File: config.mk
export PLATFORM = sky130hd
export DESIGN_NAME = pwm_ovf_timer
export DESIGN_NICKNAME = d
export VERILOG_FILES = /design/src/rtl/pwm_ovf_pkg.sv /design/src/rtl/pwm_ovf_datapath.sv /design/src/rtl/pwm_ovf_ctrl.sv /design/src/rtl/pwm_ovf_timer.sv
export SDC_FILE = /design/constraint.sdc
export NUM_CORES = 1
export LEC_CHECK = 0
export BUFFER_PORTS_ARGS = -buffer_cell sky130_fd_sc_hd__buf_2
export CAP_MARGIN = 40
export CORE_MARGIN = 2
export CORE_UTILIZATION = 25
export DETAILED_ROUTE_END_ITERATION = 6
export GPL_TIMING_DRIVEN = 1
export SETUP_SLACK_MARGIN = 0.15
export SKIP_LAST_GASP = 1
export SYNTH_ARGS = -nofsm -noshare
export SYNTH_HDL_FRONTEND = slang
export SYNTH_SLANG_ARGS = --single-unit
File: constraint.sdc
create_clock -name clk -period 2.3 [get_ports clk]
set_input_delay 0.46 -clock clk [delete_from_list [all_inputs] [get_ports clk]]
set_output_delay 0.46 -clock clk [all_outputs]
set_load 0.01 [all_outputs]
File: src/rtl/pwm_ovf_pkg.sv
package pwm_ovf_pkg;

  // Strobes from control to datapath
  typedef struct packed {
    logic cntStep;  // advance counter by one
    logic cntZero;  // force counter to zero
    logic cmpLoad;  // capture compare write data
  } dpCtlT;

  // Status from datapath to control, describing the next count value
  typedef struct packed {
    logic wrapNext;   // counter is at its top; next step rolls to zero
    logic matchNext;  // next count value equals compare register
  } dpStatT;

endpackage

File: src/rtl/pwm_ovf_datapath.sv
module pwm_ovf_datapath
  import pwm_ovf_pkg::*;
#(
  parameter int CNT_W = 8
) (
  input  logic             clk,
  input  logic             rstN,
  input  dpCtlT            ctl,
  input  logic [CNT_W-1:0] cmpWrData,
  output dpStatT           stat,
  output logic [CNT_W-1:0] cntQ,
  output logic [CNT_W-1:0] cmpQ
);

  localparam logic [CNT_W-1:0] CNT_TOP = {CNT_W{1'b1}};

  logic [CNT_W-1:0] cntNext;
  logic [CNT_W-1:0] eqBits;

  assign cntNext = cntQ + 1'b1;

  // Bitwise equality of the next count against the compare register
  for (genvar b = 0; b < CNT_W; b++) begin : gEq
    assign eqBits[b] = ~(cntNext[b] ^ cmpQ[b]);
  end

  assign stat.matchNext = &eqBits;
  assign stat.wrapNext  = (cntQ == CNT_TOP);

  always_ff @(posedge clk) begin
    if (!rstN) begin
      cntQ <= '0;
    end else if (ctl.cntZero) begin
      cntQ <= '0;
    end else if (ctl.cntStep) begin
      cntQ <= cntNext;
    end
  end

  always_ff @(posedge clk) begin
    if (!rstN) begin
      cmpQ <= '0;
    end else if (ctl.cmpLoad) begin
      cmpQ <= cmpWrData;
    end
  end

  AST_STEP_FROM_TOP_WRAPS: assert property (@(posedge clk) disable iff (!rstN)
    (ctl.cntStep && !ctl.cntZero && cntQ == CNT_TOP) |=> (cntQ == '0));

  AST_ZERO_HOLDS_ZERO: assert property (@(posedge clk) disable iff (!rstN)
    ctl.cntZero |=> (cntQ == '0));

endmodule

File: src/rtl/pwm_ovf_ctrl.sv
module pwm_ovf_ctrl
  import pwm_ovf_pkg::*;
(
  input  logic   clk,
  input  logic   rstN,
  input  logic   cntStrobe,
  input  logic   runEn,
  input  logic   pwmMode,
  input  logic   cmpWrEn,
  input  dpStatT stat,
  output dpCtlT  ctl,
  output logic   pwmState,
  output logic   irqPulse
);

  logic active;

  assign active      = runEn & pwmMode;
  assign ctl.cntZero = ~active;
  assign ctl.cntStep = active & cntStrobe;
  assign ctl.cmpLoad = cmpWrEn & ~runEn;

  // Match has priority over rollover
  always_ff @(posedge clk) begin
    if (!rstN) begin
      pwmState <= 1'b0;
      irqPulse <= 1'b0;
    end else if (!active) begin
      pwmState <= 1'b0;
      irqPulse <= 1'b0;
    end else if (cntStrobe) begin
      irqPulse <= stat.matchNext;
      if (stat.matchNext) begin
        pwmState <= 1'b0;
      end else if (stat.wrapNext) begin
        pwmState <= 1'b1;
      end
    end else begin
      irqPulse <= 1'b0;
    end
  end

  AST_WRAP_SETS_HIGH: assert property (@(posedge clk) disable iff (!rstN)
    (active && cntStrobe && stat.wrapNext && !stat.matchNext) |=> pwmState);

  AST_MATCH_CLEARS_LOW: assert property (@(posedge clk) disable iff (!rstN)
    (active && cntStrobe && stat.matchNext) |=> (!pwmState && irqPulse));

  AST_IRQ_SINGLE_CYCLE: assert property (@(posedge clk) disable iff (!rstN)
    irqPulse |=> !irqPulse);

endmodule

File: src/rtl/pwm_ovf_timer.sv
module pwm_ovf_timer
  import pwm_ovf_pkg::*;
#(
  parameter int CNT_W = 8
) (
  input  logic             clk,
  input  logic             rstN,
  input  logic             cntStrobe,
  input  logic             runEn,
  input  logic             pwmMode,
  input  logic             outEn,
  input  logic             cmpWrEn,
  input  logic [CNT_W-1:0] cmpWrData,
  output logic             pwmPin,
  output logic             irqPulse
);

  dpCtlT            ctl;
  dpStatT           stat;
  logic [CNT_W-1:0] cntQ;
  logic [CNT_W-1:0] cmpQ;
  logic             pwmState;

  pwm_ovf_datapath #(.CNT_W(CNT_W)) uDp (
    .clk       (clk),
    .rstN      (rstN),
    .ctl       (ctl),
    .cmpWrData (cmpWrData),
    .stat      (stat),
    .cntQ      (cntQ),
    .cmpQ      (cmpQ)
  );

  pwm_ovf_ctrl uCtrl (
    .clk       (clk),
    .rstN      (rstN),
    .cntStrobe (cntStrobe),
    .runEn     (runEn),
    .pwmMode   (pwmMode),
    .cmpWrEn   (cmpWrEn),
    .stat      (stat),
    .ctl       (ctl),
    .pwmState  (pwmState),
    .irqPulse  (irqPulse)
  );

  // Idle port level is 0 while the pin is disabled
  assign pwmPin = outEn & pwmState;

  AST_IDLE_QUIET: assert property (@(posedge clk) disable iff (!rstN)
    !(runEn && pwmMode) |=> (cntQ == '0 && !pwmState && !irqPulse));

  AST_NO_STROBE_HOLD: assert property (@(posedge clk) disable iff (!rstN)
    (runEn && pwmMode && !cntStrobe) |=> ($stable(cntQ) && $stable(pwmState) && !irqPulse));

  AST_CMP_LOCKED: assert property (@(posedge clk) disable iff (!rstN)
    runEn |=> $stable(cmpQ));

  AST_ZERO_CMP_LOW: assert property (@(posedge clk) disable iff (!rstN)
    (cmpQ == '0) |-> !pwmState);

endmodule

After elaboration in Yosys (flattened, before gate mapping)
Index checks and enable logic that the tools add are counted.

storage, ports and cells
  bits in registers = 18
  bits of input ports = 15
  output and inout port bits = 2
  logic and storage cells = 34

cells by class
  $add $sub $neg = 1
  equality and inequality tests = 1
  multiplexer cells = 2
  bitwise logic cells = 21
  reduce and logical (&&, ||, !) cells = 5

operators by type and width
  cell                                          count
  inverter 1 bit                                9
  adder 8 x 1 -> 8 bit (second input constant)  1
  == test 8 bit (second input constant)         1
  AND reduction 8 bit                           1
  bitwise XOR 1 bit                             8
  bitwise AND 1 bit                             4
  AND reduction 2 bit                           2
  AND reduction 3 bit                           1
  2-to-1 mux 1 bit                              2
  nonzero test 2 bit                            1

Longest topological paths before layout
  depth after elaboration = 6
  depth in mapped cells = 7
  depth with buffers taken out = 6

Modules after synthesis
From an unflattened synthesis, not the netlist that was laid out.

second synthesis, totals
  cells, all modules = 107
  area total of the unflattened synthesis = 963.4 µm²

by module, submodules not included
  module            times used  cells an instance  area an instance (µm²)  sequential area each (µm²)
  pwm_ovf_datapath  1           96                 862.1                   320.3
  pwm_ovf_ctrl      1           10                 95.1                    40.0
  pwm_ovf_timer     1           1                  6.3                     0.0

Worst setup path before layout
Ideal clock, no wire load.

  path type = flip-flop to flip-flop
  from = reg uDp.cntQ[1]
  to = reg uCtrl.pwmState
  setup time = 0.127 ns
  arrival = 1.798 ns
  data required time = 2.173 ns
  slack = 0.375 ns
  stages on the path, launching flop included = 8
  buffers on the path = 1
  clock period less this slack = 1.925 ns
  path through = dfxtp_1 > ha_1 > buf_6 > xnor2_1 > o2bb2ai_1 > a211o_1 > or4_1 > nor3b_2

between the ends
  longest elaborated chain between the ends = 6
  elaborated cells between the ends (all ways) = 20
  classes of those cells = add/sub (1); eq/ne (1); mux (1); bitwise (14); reduce/logical (3)

RTL lines
  item                           RTL line                text
  start, declared                pwm_ovf_datapath.sv:11  output logic [CNT_W-1:0] cntQ,
  start signal, assigned         pwm_ovf_datapath.sv:36  cntQ <= cntNext;
  adder 8 x 1 -> 8 bit           pwm_ovf_datapath.sv:20  assign cntNext = cntQ + 1'b1;
  bitwise XOR 1 bit              pwm_ovf_datapath.sv:24  assign eqBits[b] = ~(cntNext[b] ^ cmpQ[b]);
  inverter 1 bit                 pwm_ovf_datapath.sv:24
  AND reduction 8 bit            pwm_ovf_datapath.sv:27  assign stat.matchNext = &eqBits;
  nonzero test 2 bit (no line)   n/a
  AND reduction 2 bit (no line)  n/a
  end signal, assigned           pwm_ovf_ctrl.sv:26      pwmState <= 1'b0;
  end signal, assigned           pwm_ovf_ctrl.sv:29      pwmState <= 1'b0;
  end signal, assigned           pwm_ovf_ctrl.sv:34      pwmState <= 1'b0;
  end, declared                  pwm_ovf_ctrl.sv:12      output logic pwmState,

Several ways; a longest one is shown, not always the timed one.
A chain may end at the register's enable or synchronous reset.

Final worst setup path
  from = reg uDp.cntQ[0]
  to = reg uCtrl.pwmState

between the ends
  longest elaborated chain between the ends = 6
  elaborated cells between the ends (all ways) = 22
  classes of those cells = add/sub (1); eq/ne (1); mux (1); bitwise (16); reduce/logical (3)

RTL lines
  item                           RTL line                text
  adder 8 x 1 -> 8 bit *         pwm_ovf_datapath.sv:20
  via uDp.cntNext[1]             pwm_ovf_datapath.sv:17  logic [CNT_W-1:0] cntNext;
  bitwise XOR 1 bit *            pwm_ovf_datapath.sv:24
  inverter 1 bit *               pwm_ovf_datapath.sv:24
  AND reduction 8 bit *          pwm_ovf_datapath.sv:27
  nonzero test 2 bit (no line)   n/a
  AND reduction 2 bit (no line)  n/a

The timed path passes the listed nets; every way through them passes the cells marked *.

==> impl_metrics.json <==
{
  "synth_most_common_cell": "dfxtp_1",
  "wl_per_cell_microns": 12.6,
  "drive_gt1_share_pct": 23.5,
  "p_total_w": 0.000606,
  "synthTopCellsByArea": "dfxtp_1, mux2i_1, xor2_1",
  "cp.arrival_ns": 2.16,
  "slowest_delay_ns": 0.53,
  "dieArea_sq_mm": 0.00456,
  "cts_tree": "yes",
  "cp_cell_sequence": "ha_4, xnor2_1, nand3_1, a211o_1, or4_1, nor3b_2",
  "portBuffers": 16,
  "htree_num_levels": 1,
  "outcome": "complete, no violations",
  "first_pass_iters": 4,
  "clockBufferDepth": 2,
  "rows": 23,
  "p_sw_w": 0.000139,
  "antenna_left": 0,
  "intPower_w": 0.000467,
  "dr.max_layer_used": "met4",
  "cp-start-kind": "flop",
  "cts_root_buf": "clkbuf_8",
  "die_h_microns": 67.6,
  "sequentialPowerShare_pct": 53.8,
  "die_w_microns": 67.6,
  "viasPerCell": 4.69,
  "grt_start_max_net_pins": 11,
  "routabilityCongestion": 0.896,
  "p_leak_nw": 0.423,
  "syn_area_per_cell_sq_um": 9.53,
  "whs_ns": 0.458,
  "slowest_stage": "or4_1",
  "holdBufCountCts": 0,
  "netSwitchingFraction_pct": 22.9,
  "synth_fp_nets": 122,
  "fillCellCount": 410,
  "fin_skew_ns": 0.00194,
  "drv_slew": 0,
  "yosysTopAreaCell": "dfxtp_1",
  "wl_met1_microns": 970,
  "ys.flop_type": "dfxtp_1",
  "io_pins": 17,
  "path_clk_slew_ns": 0.07,
  "vdd_drop_max_mv": 0.148,
  "initial_core_util_pct": 25.6,
  "cts_buffers": 3,
  "clock-sinks": 18,
  "period_needed_ns": 2.02,
  "insertion_delay_ns": 0.26,
  "max-slew-margin-rel_pct": 70.7,
  "areaGrowthSynthToFinish_pct": 14.7,
  "cap_violations": 0,
  "max_clock_freq_mhz": 494,
  "syn_area_sq_mm": 0.00101,
  "required_ns": 2.44,
  "power.density_mw_per_mm2": 523,
  "hold_violations": 0,
  "power.share.clock_pct": 37.0,
  "core_sq_mm": 0.00394,
  "track_usage_pct": 10.8,
  "met2_length_microns": 1020,
  "timing.final.crit_share_pct": 87.9,
  "combinationalPowerShare_pct": 9.2,
  "worstPathMaxFanout": 2,
  "yosysSeqAreaShare_pct": 35.7,
  "synth_warnings": 0,
  "vias": 793,
  "grt_pass1_vias": 743,
  "async_flop_share_pct": 0,
  "tightestPinTransition_ns": 0.428,
  "synth_common_cells": "dfxtp_1, mux2i_1, nor2b_1",
  "syn-instance-count": 106,
  "setup-tns-final_ns": 0,
  "detailedRoute.firstIterationViolations": 21,
  "finalSetupViolCount": 0,
  "hold_class": "input port to flop",
  "critPathKind": "flop to flop",
  "globalRouteOverflowTotal": 0,
  "dp_hpwl_microns": 1620,
  "num_antenna_cells": 0,
  "nNetsFinal": 137,
  "antenna_found_initial": 0,
  "synth_cell_types": 34,
  "grt_pass1_wl_microns": 3580,
  "wl_microns": 2140,
  "end_kind": "flop",
  "synth_edf_count": 0,
  "synth-seq-cells": 18,
  "rsz0062_at_grt": "no",
  "synth_top_area_share_pct": 35.7,
  "routed-wl-met3_microns": 87,
  "drc": 0
}
==> cells in the final DEF (no fill, tap or decap), drive strengths merged, types with 4 or more instances in the layout <==
cell	netlist	final
a21oi	4	4
buf	6	18
dfxtp	18	18
mux2i	9	9
nand4	4	4
nor2	8	8
nor2b	9	9
o21ai	5	5
xnor2	5	5
xor2	7	7
==> through the flow <==
step | setup WS (ns) | instance area (sq um) | std cells | util (%)
6_report | 0.277 | 1160 | 169 | 29.4
4_1_cts | 0.170 | 1150 | 169 | 29.1
3_5_place_dp | 0.106 | 1100 | 166 | 28.0
2_1_floorplan | 0.375 | 1010 | 106 | -
3_3_place_gp | 0.240 | 1100 | 166 | 28.0
5_1_grt | 0.188 | 1160 | 169 | 29.4
==> timing repair <==
action / in CTS / in global routing
setup endpoints to repair: 1 / 2
buffers inserted: 0 / 0
resized for setup: 1 / 2
pin swaps: 0 / 0
==> power by group through the flow <==
stage	Sequential (W)	Combinational, W	Clock, W
after floorplan	0.000331	0.0000359	0
after global placement	0.000332	0.0000542	0
after detailed placement	0.000333	0.0000559	0
after CTS	0.000326	0.0000560	0.000231
after global routing	0.000327	0.0000621	0.000245
final	0.000326	0.0000558	0.000224
==> final timing paths <==
check	to	from	cells past startpoint	slack [ns]
setup / recovery	uCtrl.pwmState	uDp.cntQ[0]	6	0.28
hold / removal	uDp.cmpQ[5]	cmpWrData[5]	3	0.46
setup reg to reg	uCtrl.pwmState	uDp.cntQ[0]	6	0.28
hold reg to reg	uDp.cntQ[7]	uDp.cntQ[7]	2	0.54
==> cells by family (layout without fill, tap and decap cells) <==
logic type      after synthesis  count (layout)  share of synthesized area, %
compound gates               18              18                          12.1
xor+xnor                     13              13                          12.8
fa+ha+maj                     1               1                          1.24
buf+inv                       9              22                          6.69
flops                        18              18                          35.7
mux                           9               9                          8.92
simple gates                 38              38                          22.6
==> per-layer routing <==
metal  global-route usage (%)  vias up
li1                         -      406
met1                     12.4      365
met2                     17.6       17
met3                     2.67        5
met4                     7.40        0
met5                        0        -
==> cell type report <==
cell class                 count  area, sq um  area share, %
clock buffer                   3         41.3           3.56
inverter                       1         3.75          0.324
multi-input combinational     79          594           51.3
sequential                    18          362           31.2
tap                           50         62.6           5.40
timing repair buffer          18         95.1           8.21
==> registers in the layout (all words and copies together), names as in the netlist <==
register / count
uDp.cmpQ: 8
uCtrl.pwmState: 1
uCtrl.irqPulse: 1
uDp.cntQ: 8
==> worst max-delay path, delay by kind of cell (launching register included) <==
| kind | cells | cell delay (ns) |
|---|---|---|
| flops | 1 | 0.39 |
| simple gates | 3 | 0.84 |
| compound gates | 1 | 0.30 |
| fa+ha+maj | 1 | 0.23 |
| xor+xnor | 1 | 0.15 |
(Power assumes the default switching activity.)
